[src/rtl/short_ea_unit.sv]
module short_ea_unit #(
  parameter int W        = 12,
  parameter int EW       = 6,
  parameter int RESET_PC = 0
) (
  input  logic          clk,
  input  logic          rst_n,
  input  logic          start,
  input  logic [W-1:0]  instr,
  input  logic [1:0]    mode,
  input  logic          rel_back,
  input  logic          is_jump,
  output logic          mem_req,
  output logic [W-1:0]  mem_addr,
  input  logic          mem_ack,
  input  logic [W-1:0]  mem_rdata,
  output logic          busy,
  output logic          done,
  output logic [W-1:0]  result,
  output logic          result_imm,
  output logic [W-EW-1:0] func_code,
  output logic [W-1:0]  pc
);
  localparam int FW = W - EW;
  localparam logic [1:0] M_IMM = 2'b00, M_DIR = 2'b01, M_IND = 2'b10, M_REL = 2'b11;

  logic [W-1:0] sar, ea_now, ptr, rel_ea, ez, pc_next;
  logic         jmp_q;
  logic         accept, ind;

  assign ez      = {{FW{1'b0}}, instr[EW-1:0]};
  assign accept  = start && !busy;
  assign ind     = (mode == M_IND);
  assign rel_ea  = rel_back ? pc - ez : pc + ez;
  assign ptr     = is_jump ? pc + ez : ez;
  assign pc_next = pc + {{(W-1){1'b0}}, 1'b1};

  always_comb begin
    case (mode)
      M_IMM, M_DIR: ea_now = ez;
      M_REL:        ea_now = rel_ea;
      default:      ea_now = ptr;
    endcase
  end

  assign mem_req  = busy;
  assign mem_addr = sar;

  always_ff @(posedge clk) begin
    if (!rst_n) begin
      pc         <= W'(RESET_PC);
      sar        <= '0;
      result     <= '0;
      result_imm <= 1'b0;
      func_code  <= '0;
      jmp_q      <= 1'b0;
      busy       <= 1'b0;
      done       <= 1'b0;
    end else begin
      done <= 1'b0;
      if (accept) begin
        func_code <= instr[W-1:EW];
        sar       <= ea_now;
        jmp_q     <= is_jump;
        if (ind) begin
          busy <= 1'b1;
          pc   <= pc_next;
        end else begin
          result     <= ea_now;
          result_imm <= (mode == M_IMM);
          done       <= 1'b1;
          pc         <= is_jump ? ea_now : pc_next;
        end
      end else if (busy && mem_ack) begin
        result     <= mem_rdata;
        result_imm <= 1'b0;
        done       <= 1'b1;
        busy       <= 1'b0;
        if (jmp_q) pc <= mem_rdata;
      end
    end
  end
endmodule


[config.mk]
export PLATFORM = sky130hd
export DESIGN_NAME = short_ea_unit
export DESIGN_NICKNAME = d
export VERILOG_FILES = /design/src/rtl/short_ea_unit.sv
export SDC_FILE = /design/constraint.sdc
export NUM_CORES = 1
export LEC_CHECK = 0
export BUFFER_PORTS_ARGS = -buffer_cell sky130_fd_sc_hd__clkbuf_2
export CAP_MARGIN = 20
export CORE_AREA = 2 2 111 59
export CTS_BUF_LIST = sky130_fd_sc_hd__clkbuf_8
export DETAILED_ROUTE_END_ITERATION = 8
export DIE_AREA = 0 0 113 61
export MAX_ROUTING_LAYER = met4
export PLACE_DENSITY = 0.81
export SLEW_MARGIN = 20
export SYNTH_ARGS = -nofsm -noshare
export SYNTH_HDL_FRONTEND = slang
export SYNTH_SLANG_ARGS = --single-unit
export TNS_END_PERCENT = 1
[constraint.sdc]
create_clock -name clk -period 3.89 [get_ports clk]
set_clock_uncertainty 0.1 [all_clocks]
set_input_delay 0.778 -clock clk [delete_from_list [all_inputs] [get_ports clk]]
set_output_delay 0.778 -clock clk [all_outputs]
set_load 0.05 [all_outputs]
==> results of run 1 <==
==> how the worst max path moves through the flow <==
stage | to | slack, ns | depth (start not counted)
finish | pc[10]$_SDFFE_PN0P_ | 0.84 | 10
global route | pc[10]$_SDFFE_PN0P_ | 0.81 | 10
CTS | pc[10]$_SDFFE_PN0P_ | 0.92 | 10
detailed placement | pc[10]$_SDFFE_PN0P_ | 0.60 | 10
global placement | pc[10]$_SDFFE_PN0P_ | 0.69 | 10
floorplan | pc[10]$_SDFFE_PN0P_ | 0.88 | 8
==> sequential cells by signal (all words and copies together), names as in the netlist <==
signal / flops
result_imm: 1
func_code: 6
jmp_q: 1
mem_addr: 12
done: 1
pc: 12
result: 12
busy: 1
==> per-stage QoR <==
stage	power [mW]	setup slack, ns	instance area, sq um	utilization	hold slack (ns)
floorplan	0.916	0.879	3200	-	0.345
global placement	1.03	0.685	3610	0.611	0.341
detailed placement	1.04	0.604	3610	0.611	0.353
CTS	1.32	0.922	3690	0.624	0.364
global route	1.38	0.808	3690	0.624	0.374
finish	1.32	0.842	3690	0.624	0.363
==> final cells by class <==
type / count / share of cell area
Multi-Input combinational cell: 328 / 0.569
Clock buffer: 5 / 0.0187
Inverter: 15 / 0.0153
Timing Repair Buffer: 84 / 0.119
Clock inverter: 2 / 0.00271
Tap cell: 77 / 0.0261
Sequential cell: 46 / 0.250
==> routing by layer <==
metal | GRT usage | share of wire | vias to the layer above
met1 | 0.403 | 0.48 | 1620
met4 | 0.0697 | 0.011 | 0
li1 | - | - | 1640
met3 | 0.0779 | 0.099 | 10
met5 | - | 0 | -
met2 | 0.417 | 0.41 | 163
==> worst max-delay path, delay by kind of cell <==
kind | cells | cell delay, ns
compound gates | 3 | 0.84
fa+ha+maj | 2 | 0.65
simple gates | 2 | 0.42
buf+inv | 2 | 0.33
xor+xnor | 1 | 0.16
==> cell usage in the layout (no fill, tap or decap), types with 3 or more instances in the layout <==
master | netlist | final
xnor2_1 | 16 | 16
inv_1 | 15 | 15
xor2_1 | 3 | 3
a211oi_1 | 6 | 6
nor3_1 | 9 | 9
buf_4 | 2 | 7
o21a_1 | 6 | 6
a32o_1 | 3 | 3
nand2_1 | 42 | 42
clkbuf_2 | 0 | 77
nor2b_1 | 6 | 5
o21ai_1 | 10 | 10
nor2_1 | 36 | 36
clkbuf_8 | 0 | 5
o211a_1 | 4 | 4
nand3_1 | 17 | 17
o31ai_1 | 5 | 5
a21oi_1 | 36 | 36
o21ai_0 | 37 | 37
or3_1 | 4 | 4
o211ai_1 | 4 | 4
o311a_1 | 3 | 3
a31oi_1 | 3 | 3
a21o_1 | 3 | 3
dfxtp_1 | 46 | 46
nand2b_1 | 6 | 6
and3_1 | 8 | 8
ha_1 | 13 | 13
mux2i_1 | 6 | 6
==> cell families (layout without fill, tap and decap cells) <==
kind of cell | Yosys count | in the layout | synth area share
AOI/OAI and AO/OA | 147 | 147 | 0.301
xor gates and xnor gates | 19 | 19 | 0.0520
adders and majority gates | 15 | 15 | 0.0633
buffers and inverters | 45 | 106 | 0.0598
DFF | 46 | 46 | 0.288
muxes | 6 | 6 | 0.0188
and+or+nand+nor | 141 | 141 | 0.218
==> power by group through the flow <==
| stage | Clock (mW) | Sequential (mW) | Combinational [mW] |
|---|---|---|---|
| 6_report | 0.283 | 0.550 | 0.489 |
| 5_1_grt | 0.307 | 0.555 | 0.520 |
| 4_1_cts | 0.287 | 0.549 | 0.483 |
| 3_5_place_dp | 0 | 0.560 | 0.482 |
| 3_3_place_gp | 0 | 0.558 | 0.472 |
| 2_1_floorplan | 0 | 0.666 | 0.250 |
==> results.md, run 1 <==
* Syn nets at 466
* Status: complete, but fails checks
* Drt wl/cell at 17.6 microns
* Antenna Violating Nets Remaining at 0
* Arr. time, crit path at 3.17 ns
* NumNets Final at 527
* Final period util at 0.784
* Peak supply drop at 0.225 mV
* Initial DRC count at 403
* Post-route setup TNS at 0 ns
* Rows at 20
* First-pass GRT wire length at 14.9 mm
* Setup crit end kind: flip-flop
* Slew Limit Fails at 0
* Hold_sp: func_code[4]$_SDFFE_PN0P_
* Hold depth at 2
* Largest fanout on the critical path at 5
* Fmax achieved at 328 MHz
* R2R Path End: result[6]$_SDFFE_PN0P_
* Grt ovf at 0
* Worst-Skew Late Latency at 0.31 ns
* Worst EP required at 4.02 ns
* Synth area leader: dfxtp_1
* R2R cell count at 9
* Number of setup buffers added after CTS at 0
* Worst hold path type: flip-flop to flip-flop
* All-Layer GR Usage at 0.289
* Layout cells sized above 1 at 0.210
* Cells after synthesis at 419
* Most frequent cell after synthesis: dfxtp_1
* I/O pins at 78
* Rel. slew slack at 0.463
* Num CTS Buffers at 5
* CTS tree: done
* Mapped cell area at 3200 sq um
* Placed cells at 550
* Seq pwr share at 0.416
* Vias after detailed routing at 3433
* CTS H-tree lvls at 2
* Post-synth EDFFs at 0
* Logic pwr share at 0.370
* Post-DP HPWL at 7.57 mm
* Cts repair resizes at 0
* Seq. cell area at 921 sq um
* Synth area leaders: dfxtp_1 (29%), o21ai_0 (5.8%), a21oi_1 (5.6%)
* Most frequent cells after synthesis: dfxtp_1 (46), nand2_1 (42), o21ai_0 (37), a21oi_1 (36), nor2_1 (36)
* Net load switching power at 0.540 mW
* Pleak at 1.61 nW
* Largest net degree at the start of global routing at 40
* Area growth syn-to-layout at 15.2%
* Main synth FF type: dfxtp_1
* Int Power at 0.781 mW
* Die area at 6890 sq um
* CTS max path bufs at 2
* Hold Vio Cnt, Final at 0
* Setup Viol. Count Final at 0
* Placer Congestion at 0.936
* Startpoint Class: input pin
* Violations in the final reports: design-rule violations
* Final std cells w/o fill at 557
* Final min period at 3.05 ns
* Flops & latches, synth at 46
* Syn avg cell area at 7.64 sq um
* Vias in the first global route at 2953
* PD cells at 358 nW/um^2
* Core area at 5910 sq um
* Layout fillers at 561
* Inserted Diodes at 0
* WL final at 9.78 mm
* Clk Tree Root Cell: clkbuf_8
* Yosys cell types at 60
* DRT Pass-1 Iters at 8
* IO Port Bufs at 77
* Total clock sinks at 46
* Initial antenna violation count at 0
* Share of the synthesized area in the top cell type at 0.288
* Die height at 61 microns
* CP max-delay cell: fa_1
* Worst stage delay on the critical path at 0.42 ns
* Number of warnings issued by yosys at 0
* RSZ-0062 raised after global routing: false
* Starting Density at 0.542
* Maximum Capacitance Violations at 0
* Chip width at 113 microns
* Fraction of registers with async set or reset after synthesis at 0
* CP cell instances: clkbuf_2 -> ha_1 -> fa_1 -> nor2b_1 -> o311ai_1 -> buf_4 -> a21oi_1 -> xnor2_1 -> o311a_1 -> nor4_2
* Sw Share at 0.409
* Via density at 6.16
* Clock network power share at 0.214
* Area of the multi-input gates at 2100 sq um
* Crit path kind: input pin to flip-flop
* R2R Setup Slk at 0.94 ns
* Post-CTS Hold Fix Bufs at 0
* Worst-Margin Slew at 0.805 ns
* Sequential share of the synthesized area at 0.288
* CP Launch Point: instr[0]
* DRC at 3
* RR Startpoint: pc[0]$_SDFFE_PN0P_
* Clk slew on worst S/H paths at 0.08 ns
* Hold Path End: func_code[4]$_SDFFE_PN0P_
(Power assumes the default switching activity.)
==> run 2: changes to the inputs <==
--- a/config.mk
+++ b/config.mk
@@ -5,14 +5,15 @@
 export SDC_FILE = /design/constraint.sdc
 export NUM_CORES = 1
 export LEC_CHECK = 0
+export ABC_AREA = 1
 export BUFFER_PORTS_ARGS = -buffer_cell sky130_fd_sc_hd__clkbuf_2
 export CAP_MARGIN = 20
-export CORE_AREA = 2 2 111 59
+export CORE_AREA = 2 2 117 62
 export CTS_BUF_LIST = sky130_fd_sc_hd__clkbuf_8
 export DETAILED_ROUTE_END_ITERATION = 8
-export DIE_AREA = 0 0 113 61
+export DIE_AREA = 0 0 119 64
 export MAX_ROUTING_LAYER = met4
-export PLACE_DENSITY = 0.81
+export PLACE_DENSITY = 0.78
 export SLEW_MARGIN = 20
 export SYNTH_ARGS = -nofsm -noshare
 export SYNTH_HDL_FRONTEND = slang
==> constraint.sdc (replaced) <==
create_clock -name clk -period 2.5 [get_ports clk]
set_clock_uncertainty 0.1 [all_clocks]
set_input_delay 0.5 -clock clk [delete_from_list [all_inputs] [get_ports clk]]
set_output_delay 0.5 -clock clk [all_outputs]
set_load 0.05 [all_outputs]
==> run 2 against run 1 <==
The run now ends clean. Sequential share of layout area down 1.2 points. Sequential power up 55%. Die area up 10%. Global-route usage down 2.5 points. Critical endpoint is now mem_addr[4]$_SDFFE_PN0P_. Highest routed layer unchanged.
==> results.md, run 2 <==
* Seq pwr share at 0.385 (was 0.416)
* Via density at 5.26 (was 6.16)
* Final period util at 0.917
* Synth area leaders: dfxtp_1 (28%), nand2_1 (15%), a21oi_1 (7.9%) (was dfxtp_1 (29%), o21ai_0 (5.8%), a21oi_1 (5.6%))
* Int Power at 1.25 mW (was 0.781 mW)
* Die height at 64 microns (was 61 microns)
* Maximum Capacitance Violations at 0 (unchanged)
* I/O pins at 78 (unchanged)
* RSZ-0062 raised after global routing: false (unchanged)
* Post-synth EDFFs at 0 (unchanged)
* Clk slew on worst S/H paths at 0.10 ns (was 0.08 ns)
* Most frequent cell after synthesis: nand2_1 (was dfxtp_1)
* CTS H-tree lvls at 2 (unchanged)
* Setup Viol. Count Final at 0 (unchanged)
* Grt ovf at 0 (unchanged)
* Most frequent cells after synthesis: nand2_1 (130), inv_1 (59), nor2_1 (56), a21oi_1 (52), nand3_1 (47) (was dfxtp_1 (46), nand2_1 (42), o21ai_0 (37), a21oi_1 (36), nor2_1 (36))
* Worst-Skew Late Latency at 0.31 ns (about the same)
* Clk Tree Root Cell: clkbuf_8 (unchanged)
* Sw Share at 0.437 (was 0.409)
* PD cells at 574 nW/um^2 (was 358 nW/um^2)
* Worst-Margin Slew at 0.592 ns (was 0.805 ns)
* Status: finished, final reports clean (was complete, but fails checks)
* CTS tree: done (unchanged)
* Yosys cell types at 40 (was 60)
* Fmax achieved at 436 MHz
* First-pass GRT wire length at 16.0 mm (was 14.9 mm)
* Syn nets at 574 (was 466)
* Fraction of registers with async set or reset after synthesis at 0 (unchanged)
* All-Layer GR Usage at 0.264 (was 0.289)
* Syn avg cell area at 6.23 sq um (was 7.64 sq um)
* Slew Limit Fails at 0 (unchanged)
* NumNets Final at 652 (was 527)
* Vias in the first global route at 3295 (was 2953)
* Setup crit end kind: flip-flop (unchanged)
* Hold Vio Cnt, Final at 0 (unchanged)
* Post-DP HPWL at 7.29 mm (was 7.57 mm)
* Peak supply drop at 0.429 mV (was 0.225 mV)
* Core area at 6540 sq um (was 5910 sq um)
* Largest fanout on the critical path at 7 (was 5)
* Placer Congestion at 0.945 (was 0.936)
* Initial DRC count at 434 (was 403)
* Initial antenna violation count at 0 (unchanged)
* WL final at 9.62 mm (was 9.78 mm)
* Share of the synthesized area in the top cell type at 0.281 (was 0.288)
* Design Power at 2.22 mW (was 1.32 mW)
* Net load switching power at 0.970 mW (was 0.540 mW)
* Clock network power share at 0.218 (was 0.214)
* Rows at 21 (was 20)
* Pleak at 2.05 nW (was 1.61 nW)
* IO Port Bufs at 77 (unchanged)
* Area growth syn-to-layout at 18.0% (was 15.2%)
* Number of warnings issued by yosys at 0 (unchanged)
* Worst hold path type: input pin to flip-flop (was flip-flop to flip-flop)
* Worst EP required at 2.64 ns (was 4.02 ns)
* Total clock sinks at 46 (unchanged)
* Num CTS Buffers at 5 (unchanged)
* Antenna Violating Nets Remaining at 0 (unchanged)
* Starting Density at 0.501 (was 0.542)
* Cells after synthesis at 527 (was 419)
* Inserted Diodes at 0 (unchanged)
* Chip width at 119 microns (was 113 microns)
* Startpoint Class: flip-flop (was input pin)
* Die area at 7620 sq um (was 6890 sq um)
* Mapped cell area at 3280 sq um (was 3200 sq um)
* Vias after detailed routing at 3669 (was 3433)
* Largest net degree at the start of global routing at 32 (was 40)
* Arr. time, crit path at 2.43 ns (was 3.17 ns)
* Main synth FF type: dfxtp_1 (unchanged)
* CTS max path bufs at 2 (unchanged)
* Sequential share of the synthesized area at 0.281 (was 0.288)
* Commonest non-fill, non-tap cell in the layout: nand2_1 (was clkbuf_2)
* Rel. slew slack at 0.605 (was 0.463)
* DRT Pass-1 Iters at 6 (was 8)
* Commonest cells after routing, fill and taps aside: nand2_1 (130), clkbuf_2 (77), inv_1 (59) (was clkbuf_2 (77), dfxtp_1 (46), nand2_1 (42))
* Final min period at 2.29 ns
* DRC at 0 (was 3)
* Layout fillers at 655 (was 561)
* Layout cells sized above 1 at 0.206 (was 0.210)
* Drt wl/cell at 13.8 microns (was 17.6 microns)
* Synth area leader: dfxtp_1 (unchanged)
* Logic pwr share at 0.397 (was 0.370)
* Flops & latches, synth at 46 (unchanged)
* Crit path kind: flip-flop to flip-flop (was input pin to flip-flop)
* Post-route setup TNS at 0 ns (unchanged)
run 2: worst max-delay path, stage by stage, from the launching register on:
cell and delay, ns:
dfxtp_2 0.41, inv_1 0.06, ha_1 0.21, fa_1 0.39, inv_1 0.11, nand3_1 0.10, nand3_1 0.12, nor2_1 0.05
o21ai_0 0.17, o211ai_1 0.12, nand3_1 0.14, nand2_1 0.11, a21oi_1 0.14
run 2: per-layer routing:
layer	global-route usage	vias to the layer above	share of wire
li1	-	1867	-
met2	0.376	157	0.40
met3	0.0223	20	0.077
met5	-	-	0
met1	0.399	1625	0.51
met4	0.0699	0	0.014
run 2: area by class of cell:
cell class                 instances  area [sq um]  share of cell area
multi-input combinational        393          1990               0.514
sequential                        46           922               0.238
timing repair buffer              92           498               0.129
inverter                          67           254              0.0656
tap                               92           115              0.0297
clock buffer                       5          68.8              0.0178
clock inverter                     3          25.0             0.00646
run 2: power groups by stage:
stage               clock (mW)  combinational [mW]  sequential, mW
floorplan                    0               0.447            1.07
global placement             0               0.861           0.869
detailed placement           0               0.868           0.869
CTS                      0.490               0.872           0.853
global route             0.524               0.969           0.863
finish                   0.484               0.882           0.855
run 2: repair_timing:
item                                    4_1_cts  5_1_grt
endpoints found under the setup margin        0        8
gates resized for setup                       0        1
hold buffers                                  0        0
setup buffers                                 0        0
run 2: per-stage QoR:
step	hold slack [ns]	std cells	setup slack, ns	area [sq um]	util
5_1_grt	0.333	698	0.0195	3870	0.592
2_1_floorplan	0.423	527	0.153	3280	-
3_3_place_gp	0.353	690	0.00344	3780	0.577
4_1_cts	0.308	698	0.159	3870	0.592
6_report	0.309	698	0.208	3870	0.592
3_5_place_dp	0.360	690	0.0111	3780	0.577
run 2: final timing paths:
path	from	to	slack, ns	depth (start not counted)
worst min register to register	mem_addr[9]$_SDFFE_PN0P_	mem_addr[9]$_SDFFE_PN0P_	0.37	2
worst max-delay path	pc[0]$_SDFFE_PN0P_	mem_addr[4]$_SDFFE_PN0P_	0.21	12
worst max register to register	pc[0]$_SDFFE_PN0P_	mem_addr[4]$_SDFFE_PN0P_	0.21	12
worst min-delay path	instr[7]	func_code[1]$_SDFFE_PN0P_	0.31	3
run 2: logic make-up (layout without fill, tap and decap cells):
family | after synthesis | after routing | share of synthesized area
simple gates | 256 | 256 | 0.338
compound gates | 117 | 117 | 0.193
buf+inv | 88 | 167 | 0.113
flops | 46 | 46 | 0.281
fa+ha+maj | 15 | 15 | 0.0618
xor+xnor | 5 | 5 | 0.0134
==> run 3: changes to the inputs <==
==> constraint.sdc (replaced) <==
create_clock -name clk -period 2.5 [get_ports clk]
set_clock_uncertainty 0.1 [all_clocks]
set_input_delay 0 -clock clk [delete_from_list [all_inputs] [get_ports clk]]
set_output_delay 0 -clock clk [all_outputs]
set_load 0.05 [all_outputs]
==> run 3 against run 2 <==
Power is 5.1% higher. Maximum frequency is 2.5% higher. Sequential share of layout area decreased by 1.2 points. Global-route usage rose by 1.5 points. Routed wire length rose by 4.4%. Non-clock buffer count rose by 18. Final cell count grew 2.6%. Register-to-register slack gained 0.06 ns. Final area increased by 5.3%. Critical path type unchanged. Worst setup slack gained 0.055 ns. Via count up 2.6%. Core utilization increased by 3.1 points.
==> results.md, run 3 (synthesis results as in run 2) <==
* PnR worst setup slack at 0.263 ns (was 0.208 ns)
* IO Port Bufs at 77 (unchanged)
* Peak supply drop at 0.377 mV (was 0.429 mV)
* Chip width at 119 microns (unchanged)
* Met2 Use GR at 0.405 (was 0.376)
* PD cells at 573 nW/um^2 (was 574 nW/um^2)
* Rel. slew slack at 0.580 (was 0.605)
* Starting Density at 0.501 (unchanged)
* Setup crit end kind: flip-flop (unchanged)
* Commonest non-fill, non-tap cell in the layout: nand2_1 (unchanged)
* Net load switching power at 0.968 mW (was 0.970 mW)
* Worst hold path type: input pin to flip-flop (unchanged)
* NumNets Final at 670 (was 652)
* First-pass GRT wire length at 16.6 mm (was 16.0 mm)
* Met3 Use GR at 0.0598 (was 0.0223)
* Hold Path End: result_imm$_SDFFE_PN0P_ (was func_code[1]$_SDFFE_PN0P_)
* Final min period at 2.24 ns (was 2.29 ns)
* Pleak at 2.13 nW (was 2.05 nW)
* Logic pwr share at 0.389 (was 0.397)
* Worst-Margin Slew at 0.627 ns (was 0.592 ns)
* Worst-Skew Late Latency at 0.31 ns (about the same)
* Fmax achieved at 447 MHz (was 436 MHz)
* Hold Vio Cnt, Final at 0 (unchanged)
* Arr. time, crit path at 2.37 ns (was 2.43 ns)
* Seq pwr share at 0.367 (was 0.385)
* Seq. cell area at 922 sq um (unchanged)
* Area growth syn-to-layout at 24.2% (was 18.0%)
* Initial antenna violation count at 0 (unchanged)
* Via density at 5.26 (about the same)
* Area of the multi-input gates at 1990 sq um (unchanged)
* Total clock sinks at 46 (unchanged)
* Post-route setup TNS at 0 ns (unchanged)
* Largest net degree at the start of global routing at 37 (was 32)
* Vias in the first global route at 3408 (was 3295)
* Slew Limit Fails at 0 (unchanged)
* Core area at 6540 sq um (unchanged)
* Vias after detailed routing at 3766 (was 3669)
* CTS max path bufs at 2 (unchanged)
* Hold depth at 4 (was 3)
* Rows at 21 (unchanged)
* Post-DP HPWL at 7.18 mm (was 7.29 mm)
* Startpoint Class: flip-flop (unchanged)
* Inserted Diodes at 0 (unchanged)
* R2R Setup Slk at 0.26 ns (was 0.21 ns)
* Antenna Violating Nets Remaining at 0 (unchanged)
* Largest fanout on the critical path at 8 (was 7)
* Setup Viol. Count Final at 0 (unchanged)
* Crit path kind: flip-flop to flip-flop (unchanged)
* All-Layer GR Usage at 0.280 (was 0.264)
* Clk slew on worst S/H paths at 0.09 ns (was 0.10 ns)
* Initial DRC count at 343 (was 434)
* Drt wl/cell at 14.0 microns (was 13.8 microns)
* Final period util at 0.895 (was 0.917)
* Maximum Capacitance Violations at 0 (unchanged)
* Commonest cells after routing, fill and taps aside: nand2_1 (130), clkbuf_2 (77), inv_1 (59) (unchanged)
* Layout fillers at 584 (was 655)
* Placer Congestion at 0.930 (was 0.945)
* CP Launch Point: pc[1]$_SDFFE_PN0P_ (was pc[0]$_SDFFE_PN0P_)
* WL final at 10.0 mm (was 9.62 mm)
* Hold_sp: mode[0] (was instr[7])
* CTS H-tree lvls at 2 (unchanged)
* I/O pins at 78 (unchanged)
* Grt ovf at 0 (unchanged)
* Die area at 7620 sq um (unchanged)
* Routing usage on met1 at 0.400 (was 0.399)
* Int Power at 1.37 mW (was 1.25 mW)
* Grt peak-use layer: met2 (was met1)
* Layout cells sized above 1 at 0.197 (was 0.206)
* Worst EP required at 2.64 ns (about the same)
* Status: finished, final reports clean (unchanged)
* DRT Pass-1 Iters at 7 (was 6)
* RSZ-0062 raised after global routing: false (unchanged)
* Post-Place Setup Slack at 0.224 ns (was 0.0111 ns)
* RR Startpoint: pc[1]$_SDFFE_PN0P_ (was pc[0]$_SDFFE_PN0P_)
* Clock network power share at 0.244 (was 0.218)
* Die height at 64 microns (unchanged)
* Sw Share at 0.415 (was 0.437)
* DRC at 0 (unchanged)
* Num CTS Buffers at 5 (unchanged)
* CTS tree: done (unchanged)
* Clk Tree Root Cell: clkbuf_8 (unchanged)
* R2R Path End: mem_addr[4]$_SDFFE_PN0P_ (unchanged)
* R2R cell count at 11 (was 12)
[run 3: cell types whose count changed in the layout (fill, tap and decap cells not counted), sizes merged]
cell / previous run / this run
dlygate4sd3: 0 / 20
buf: 15 / 13
bufinv: 0 / 1
clkinvlp: 1 / 0
[run 3: what timing repair did]
item / CTS / global route
setup buffers: 0 / 0
hold buffers: 20 / 0
setup endpoints to repair: 0 / 2
gates resized for setup: 0 / 1
hold endpoints to repair: 30 / 0
[run 3: through the flow]
| step | hold slack [ns] | power (mW) | std cells | cell area, sq um | util |
|---|---|---|---|---|---|
| 6_report | 0.0200 | 2.33 | 716 | 4080 | 0.623 |
| 3_3_place_gp | 0.123 | 1.73 | 688 | 3760 | 0.575 |
| 5_1_grt | 0.0251 | 2.47 | 716 | 4080 | 0.623 |
| 2_1_floorplan | 0.0349 | 1.51 | 527 | 3280 | - |
| 4_1_cts | 0.00404 | 2.32 | 716 | 4070 | 0.623 |
| 3_5_place_dp | 0.139 | 1.73 | 688 | 3760 | 0.575 |
[run 3: routing by layer]
layer | vias up | wire, microns
met5 | - | 0
met4 | 0 | 142
met3 | 20 | 996
met2 | 195 | 4050
met1 | 1647 | 4860
li1 | 1904 | -
[run 3: worst max path at each step]
| stage | to | slack (ns) | cells past startpoint |
|---|---|---|---|
| 2_1_floorplan | mem_addr[8]$_SDFFE_PN0P_ | 0.15 | 14 |
| 3_3_place_gp | pc[1]$_SDFFE_PN0P_ | 0.33 | 10 |
| 3_5_place_dp | mem_addr[8]$_SDFFE_PN0P_ | 0.22 | 14 |
| 4_1_cts | mem_addr[8]$_SDFFE_PN0P_ | 0.22 | 14 |
| 5_1_grt | mem_addr[8]$_SDFFE_PN0P_ | 0.01 | 13 |
| 6_report | mem_addr[4]$_SDFFE_PN0P_ | 0.26 | 11 |
[run 3: cell type report]
type,instances,share of cell area
clock inverters,3,0.0107
clock buffers,5,0.0169
flip-flops and latches,46,0.226
multi-input cells,393,0.488
repair buffers,110,0.168
well taps,92,0.0282
inverters,67,0.0623
[run 3: power groups by stage]
stage	clock [mW]	combinational, mW	sequential (mW)
after floorplan	0	0.447	1.07
after global placement	0	0.860	0.868
after detailed placement	0	0.863	0.870
after CTS	0.576	0.891	0.853
after global routing	0.611	0.997	0.865
final	0.569	0.908	0.857
[run 3: critical path, stage by stage (launching register included)]
cell	delay [ns]
dfxtp_1	0.54
inv_1	0.11
fa_1	0.42
inv_1	0.10
nand3_1	0.09
nand3_1	0.11
nor2_1	0.04
o21ai_0	0.17
o211ai_1	0.13
nand3_1	0.13
nand2_1	0.09
a21oi_1	0.14
